**config.mk**
```make
export PLATFORM = sky130hd
export DESIGN_NAME = sync_burst_sram
export DESIGN_NICKNAME = d
export VERILOG_FILES = /design/src/rtl/burst_sram_pkg.sv /design/src/rtl/bs_addr_ctrl.sv /design/src/rtl/bs_wr_decode.sv /design/src/rtl/bs_lane_mem.sv /design/src/rtl/sync_burst_sram.sv
export SDC_FILE = /design/constraint.sdc
export NUM_CORES = 2
export LEC_CHECK = 0
export ABC_AREA = 1
export ABC_CLOCK_PERIOD_IN_PS = 6400
export BUFFER_PORTS_ARGS = -buffer_cell sky130_fd_sc_hd__buf_2
export CAP_MARGIN = 40
export CORE_MARGIN = 5
export CORE_UTILIZATION = 45
export DETAILED_ROUTE_END_ITERATION = 7
export HOLD_SLACK_MARGIN = 0.06
export PLACE_DENSITY_LB_ADDON = 0.25
export SYNTH_ARGS = -nofsm -noshare
export SYNTH_HDL_FRONTEND = slang
export SYNTH_SLANG_ARGS = --single-unit
export TNS_END_PERCENT = 50
```
**constraint.sdc**
```tcl
create_clock -name clk -period 6.4 [get_ports clk]
set_input_delay 0.32 -clock clk [delete_from_list [all_inputs] [get_ports clk]]
set_output_delay 0.32 -clock clk [all_outputs]
set_load 0.005 [all_outputs]
```
**src/rtl/burst_sram_pkg.sv**
```systemverilog
package burst_sram_pkg;
  localparam int LANES   = 4;
  localparam int LANE_W  = 8;
  localparam int DATA_W  = LANES * LANE_W;
  localparam int BURST_W = 2;
  typedef logic [LANES-1:0]  lane_mask_t;
  typedef logic [DATA_W-1:0] word_t;
endpackage

```
**src/rtl/bs_addr_ctrl.sv**
```systemverilog
module bs_addr_ctrl #(
  parameter int AW = 6
) (
  input  logic          clk,
  input  logic          rst_n,
  input  logic [AW-1:0] addr_i,
  input  logic          strb_cpu_n,
  input  logic          strb_ctl_n,
  input  logic          adv_n,
  input  logic          ce1_n,
  input  logic          ce2,
  input  logic          ce3_n,
  input  logic          sleep,
  output logic [AW-1:0] cur_addr,
  output logic          acc_en,
  output logic          wr_block,
  output logic          first_acc
);
  import burst_sram_pkg::*;
  localparam int UW = AW - BURST_W;

  logic [AW-1:0] addr_q, addr_d;
  logic          act_q, act_d;
  logic          pend_q, pend_d;
  logic          cpu_go, ctl_go, strobe, sel;
  logic          addr_en;

  always_comb begin
    cpu_go    = !strb_cpu_n && !ce1_n;
    ctl_go    = !strb_ctl_n && !cpu_go;
    strobe    = cpu_go || ctl_go;
    sel       = !ce1_n && ce2 && !ce3_n;
    addr_d    = addr_q;
    act_d     = act_q;
    pend_d    = 1'b0;
    acc_en    = 1'b0;
    wr_block  = 1'b0;
    first_acc = 1'b0;
    if (sleep) begin
      act_d = 1'b0;
    end else if (strobe && sel) begin
      addr_d    = addr_i;
      act_d     = 1'b1;
      pend_d    = cpu_go;
      acc_en    = 1'b1;
      wr_block  = cpu_go;
      first_acc = !act_q;
    end else if (strobe) begin
      act_d = 1'b0;
    end else if (act_q) begin
      acc_en = 1'b1;
      if (!pend_q && !adv_n)
        addr_d = {addr_q[AW-1:BURST_W], addr_q[BURST_W-1:0] + 2'd1};
    end
    cur_addr = addr_d;
    addr_en  = (addr_d != addr_q);
  end

  always_ff @(posedge clk or negedge rst_n) begin
    if (!rst_n) begin
      addr_q <= '0;
      act_q  <= 1'b0;
      pend_q <= 1'b0;
    end else begin
      if (addr_en) addr_q <= addr_d;
      act_q  <= act_d;
      pend_q <= pend_d;
    end
  end


  cpu_priority_chk: assert property (@(posedge clk) disable iff (!rst_n)
    (!strb_cpu_n && !strb_ctl_n && !ce1_n && ce2 && !ce3_n && !sleep) |=> (pend_q && act_q));


  burst_wrap_chk: assert property (@(posedge clk) disable iff (!rst_n)
    (act_q && !pend_q && !sleep && strb_ctl_n && (strb_cpu_n || ce1_n) && !adv_n)
    |=> (addr_q[BURST_W-1:0] == $past(addr_q[BURST_W-1:0]) + 2'd1)
        && (addr_q[AW-1:BURST_W] == $past(addr_q[AW-1:BURST_W])));


  cpu_gated_chk: assert property (@(posedge clk) disable iff (!rst_n)
    (act_q && !sleep && ce1_n && strb_ctl_n && adv_n) |=> ($stable(addr_q) && act_q));


  defer_hold_chk: assert property (@(posedge clk) disable iff (!rst_n)
    (pend_q && !sleep && strb_ctl_n && (strb_cpu_n || ce1_n)) |-> (cur_addr == addr_q));

  logic [UW-1:0] unused_upper;
  assign unused_upper = '0;
endmodule

```
**src/rtl/bs_wr_decode.sv**
```systemverilog
module bs_wr_decode (
  input  logic                            gw_n,
  input  logic                            bwe_n,
  input  logic [burst_sram_pkg::LANES-1:0] bsel_n,
  input  logic                            acc_en,
  input  logic                            wr_block,
  output logic [burst_sram_pkg::LANES-1:0] lane_we,
  output logic                            rd_en
);
  import burst_sram_pkg::*;
  lane_mask_t req;

  always_comb begin
    if (!gw_n)       req = '1;
    else if (!bwe_n) req = ~bsel_n;
    else             req = '0;
    lane_we = (acc_en && !wr_block) ? req : '0;
    rd_en   = acc_en && (lane_we == '0);
  end
endmodule

```
**src/rtl/bs_lane_mem.sv**
```systemverilog
module bs_lane_mem #(
  parameter int AW = 6,
  parameter int W  = 8
) (
  input  logic          clk,
  input  logic          rst_n,
  input  logic [AW-1:0] addr,
  input  logic          we,
  input  logic          re,
  input  logic [W-1:0]  wd,
  output logic [W-1:0]  rd
);
  localparam int DEPTH = 1 << AW;
  logic [W-1:0] mem [DEPTH];

  always_ff @(posedge clk) begin
    if (we) mem[addr] <= wd;
  end

  always_ff @(posedge clk or negedge rst_n) begin
    if (!rst_n)  rd <= '0;
    else if (re) rd <= mem[addr];
  end
endmodule

```
**src/rtl/sync_burst_sram.sv**
```systemverilog
module sync_burst_sram #(
  parameter int AW = 6
) (
  input  logic          clk,
  input  logic          rst_n,
  input  logic [AW-1:0] addr_i,
  input  logic          strb_cpu_n,
  input  logic          strb_ctl_n,
  input  logic          adv_n,
  input  logic          ce1_n,
  input  logic          ce2,
  input  logic          ce3_n,
  input  logic          gw_n,
  input  logic          bwe_n,
  input  logic [3:0]    bsel_n,
  input  logic          oe_n,
  input  logic          sleep,
  input  logic [31:0]   wdata,
  output logic [31:0]   rdata,
  output logic          rvalid
);
  import burst_sram_pkg::*;

  logic [AW-1:0] cur_addr;
  logic          acc_en, wr_block, first_acc, rd_en;
  lane_mask_t    lane_we;
  logic          rd_q, mask_q;

  bs_addr_ctrl #(.AW(AW)) u_addr (
    .clk(clk), .rst_n(rst_n), .addr_i(addr_i),
    .strb_cpu_n(strb_cpu_n), .strb_ctl_n(strb_ctl_n), .adv_n(adv_n),
    .ce1_n(ce1_n), .ce2(ce2), .ce3_n(ce3_n), .sleep(sleep),
    .cur_addr(cur_addr), .acc_en(acc_en), .wr_block(wr_block),
    .first_acc(first_acc)
  );

  bs_wr_decode u_wr (
    .gw_n(gw_n), .bwe_n(bwe_n), .bsel_n(bsel_n), .acc_en(acc_en),
    .wr_block(wr_block), .lane_we(lane_we), .rd_en(rd_en)
  );

  for (genvar k = 0; k < LANES; k++) begin : g_lane
    bs_lane_mem #(.AW(AW), .W(LANE_W)) u_mem (
      .clk(clk), .rst_n(rst_n), .addr(cur_addr),
      .we(lane_we[k]), .re(rd_en),
      .wd(wdata[k*LANE_W +: LANE_W]),
      .rd(rdata[k*LANE_W +: LANE_W])
    );
  end

  logic rd_d, mask_d;
  always_comb begin
    rd_d   = rd_en;
    mask_d = acc_en && first_acc;
  end

  always_ff @(posedge clk or negedge rst_n) begin
    if (!rst_n) begin
      rd_q   <= 1'b0;
      mask_q <= 1'b0;
    end else begin
      rd_q   <= rd_d;
      mask_q <= mask_d;
    end
  end

  assign rvalid = rd_q && !mask_q && !oe_n;


  sleep_quiet_chk: assert property (@(posedge clk) disable iff (!rst_n)
    sleep |-> (lane_we == '0) ##1 !rvalid);


  first_mask_chk: assert property (@(posedge clk) disable iff (!rst_n)
    (acc_en && first_acc) |=> !rvalid);


  global_write_chk: assert property (@(posedge clk) disable iff (!rst_n)
    (!gw_n && acc_en && !wr_block) |-> (lane_we == '1));


  valid_src_chk: assert property (@(posedge clk) disable iff (!rst_n)
    rvalid |-> $past(rd_en));
endmodule

```
==> summary.txt <==
Outcome -> finished clean
Area Growth Syn to Fin -> 11.3%
CP endpoint kind -> register
Post-CTS sizing -> 0
Maximum vdd drop -> 0.341 mV
Crit path capture -> g_lane[1].u_mem.mem[13][7]
Remaining Overflow, GRT -> 0
Overall die height -> 450 um
Post-route DRC -> 0
Worst-margin pin slew -> 1.11 ns
Initial antenna violation count -> 24
CORE AREA -> 193,000 um2
Final GP Congestion -> 0.858
Worst Path Arrival -> 5.09 ns
Tcrit/Tclk final -> 0.723
Worst hold path type -> input pin to register
Worst Hold Slack -> 0.142 ns
Worst path cell trace -> dlygate4sd3_1 > buf_2 > nor2_2 > dlygate4sd3_1 > nand3_2 > or2_1 > o21ai_2 > inv_2 > nor3_2 > buf_4 > nand2_1 > nor2_1
DR vias -> 59,300
Synth unique cells -> 31
Antenna viol nets, final -> 0
R2R setup slack -> 2.23 ns
MaxCap Viol Count -> 0
Vias in the first global route -> 56,800
Drt pass-1 iters -> 6
Reg2reg start -> u_addr.pend_q
CP startpoint -> ce3_n
FF-to-FF path depth -> 19
Max transition margin -> 0.261
P per Cell Area -> 331 nW/um2
Worst path max stage delay -> 0.96 ns
H-tree levels -> 4
Layout net count -> 8,242
Final wirelength -> 256,000 um
DR WL/cell -> 23.5 um
Clock Tree Buf Depth -> 3
CTS Sinks -> 2,090
Met2 GRT Util -> 0.394
Clk Tree Root Cell -> clkbuf_16
Initial DRC Count -> 6,788
Tmin final -> 4.63 ns
Slew Limit Fails -> 0
Final Hold Viols -> 0
Mapped Nets -> 8,238
Fraction of layout instances using a drive strength above 1 -> 0.0713
Final setup violation count -> 0
Mapped Area -> 87,200 um2
Synth warnings -> 0
Post-CTS setup buffers -> 0
Worst clock skew -> 0.0287 ns
M1 GR Usage -> 0.336
Final Cell Area -> 97,100 um2
CP Max Fanout -> 22
Reg2reg end -> g_lane[0].u_mem.rd[4]
Fmax achieved -> 216 MHz
Die X -> 450 um
Gr busiest metal -> met2
CTS tree -> yes
TNS Setup -> 0 ns
I/O pin count -> 87
Crit Path Class -> input pin to register
Via/cell ratio -> 5.44
CP startpoint kind -> input pin
Largest cells by area after synthesis -> edfxtp_1, nand2_1, nand3_1
Rows -> 161
Largest net degree at the start of global routing -> 172
#FFs+latches synth -> 2,090
Largest area contributor in the netlist -> edfxtp_1
GRT Overall Usage -> 0.249
Cells after Synth -> 8,184
RSZ-0062 raised after global routing -> false
I/O Buffers -> 86
TritonCTS Buffers -> 209
Mean Syn Cell Area -> 10.7 um2
Met3 GRT Util -> 0.0520
Worst EP required -> 6.86 ns
Seq/Total Area, Yosys -> 0.717
Global-route wire length before repair -> 378,000 um
P_leak -> 0.0379 uW
Hold_buf cts -> 15
Clock Latency Late Sink -> 0.86 ns
Placed Instance Area -> 90,500 um2
Die Area -> 203,000 um2
Initial Utilization -> 0.453
Worst-path cell with the longest stage delay -> nor2_1
DPL Wire Length -> 149,000 um
Clk slew on worst S/H paths -> 0.06 ns
Yosys top cell area share -> 0.705
Pwr Total -> 32,200 uW
Top cell by count, worst path -> dlygate4sd3_1
-- where the power goes --
part           internal [uW]  total, uW  switching, uW
Combinational           1350       5290           3940
Clock                   6390      11600           5220
Sequential             15100      15300            161
Total                  22900      32200           9310
-- synthesized netlist by cell type --
| cell type | instances |
|---|---|
| clkbuf_1 | 158 |
| a21oi_2 | 1 |
| a21oi_4 | 1 |
| nor2_4 | 7 |
| or2_2 | 34 |
| nand3_2 | 1 |
| inv_2 | 11 |
| or2_0 | 1 |
| inv_1 | 46 |
| o21a_1 | 1 |
| nand3_1 | 671 |
| nor2_2 | 4 |
| edfxtp_1 | 2048 |
| nand4_1 | 35 |
| nand2_2 | 1 |
| o21ai_1 | 137 |
| o21ai_0 | 25 |
| nor3b_1 | 1 |
| a21oi_1 | 7 |
| o21ai_2 | 5 |
| or2_1 | 3 |
| nand2_1 | 4145 |
| nor2_1 | 476 |
| buf_2 | 274 |
| nor3_2 | 6 |
| buf_4 | 17 |
| buf_1 | 22 |
| buf_6 | 1 |
| dfrtp_1 | 42 |
| nand3b_1 | 1 |
| nor3_1 | 2 |
-- metrics by stage --
| step | setup slack (ns) | instances | utilization |
|---|---|---|---|
| floorplan | 3.80 | 8184 | - |
| global placement | 2.08 | 10400 | 0.465 |
| detailed placement | 2.11 | 10500 | 0.469 |
| CTS | 2.03 | 10900 | 0.503 |
| global route | 1.60 | 10900 | 0.504 |
| finish | 1.77 | 10900 | 0.504 |
-- sequential cells by signal, indices dropped and copies added (netlist names) --
name	count
g_lane.u_mem.mem	2048
g_lane.u_mem.rd	32
u_addr.addr_q	6
mask_q	1
rd_q	1
u_addr.act_q	1
u_addr.pend_q	1
-- worst min-delay path by stage --
stage	cells past startpoint	from	slack [ns]	endpoint
2_1_floorplan	0	rst_n	0.02	g_lane[0].u_mem.rd[0]
3_3_place_gp	1	u_addr.act_q	0.49	mask_q
3_5_place_dp	2	rst_n	0.24	mask_q
4_1_cts	4	sleep	0.09	u_addr.addr_q[1]
5_1_grt	4	sleep	0.16	u_addr.addr_q[1]
6_report	4	sleep	0.14	u_addr.addr_q[1]
-- layout by cell type (no fill, tap or decap), types with 3 or more instances in the layout --
master            n
a21oi_1           7
buf_12           14
buf_16           17
buf_2            86
buf_4           122
buf_6             9
bufinv_16         6
clkbuf_1         69
clkbuf_16       210
clkbuf_8          8
clkinv_1         46
clkinv_2         26
clkinv_8          5
clkinvlp_4        3
dfrtp_1          42
diode_2          18
dlygate4sd3_1    15
edfxtp_1       2048
inv_1            43
inv_16            4
inv_2            13
inv_6             3
nand2_1        4143
nand3_1         670
nand4_1          35
nor2_1          476
nor2_2            3
nor2_4            8
nor3_2            4
nor3_4            4
o21ai_0          25
o21ai_1         137
o21ai_2           5
or2_1             3
or2_2            34
-- cells by family (layout without fill, tap and decap cells) --
| logic type | Yosys count | count (layout) | synth area share |
|---|---|---|---|
| AOI/OAI and AO/OA | 177 | 177 | 0.0106 |
| buffers and inverters | 529 | 704 | 0.0275 |
| DFF | 2090 | 2090 | 0.717 |
| other | 0 | 18 | 0 |
| and+or+nand+nor | 5388 | 5388 | 0.245 |
-- worst max-delay path, delay by kind of cell --
kind,cells,cell delay (ns)
and+or+nand+nor,6,2.67
AOI/OAI and AO/OA,1,0.17
buffers and inverters,5,1.90
-- routing by layer --
metal	share of wire	wire length, um	up-vias
met3	0.087	22200	512
met2	0.46	119000	2642
li1	-	-	27300
met4	0.045	11500	32
met1	0.40	103000	28800
met5	0.0013	326	-
-- layout make-up --
class | instances | area (um2)
Clock inverter | 95 | 753
Tap cell | 2526 | 3160
Antenna cell | 18 | 45.0
Clock buffer | 287 | 5620
Inverter | 57 | 221
Sequential cell | 2090 | 62600
Timing Repair Buffer | 265 | 2380
Multi-Input combinational cell | 5565 | 22400
Fill cell | 16900 | 95700
No activity file was read; power rests on OpenSTA's default activity.
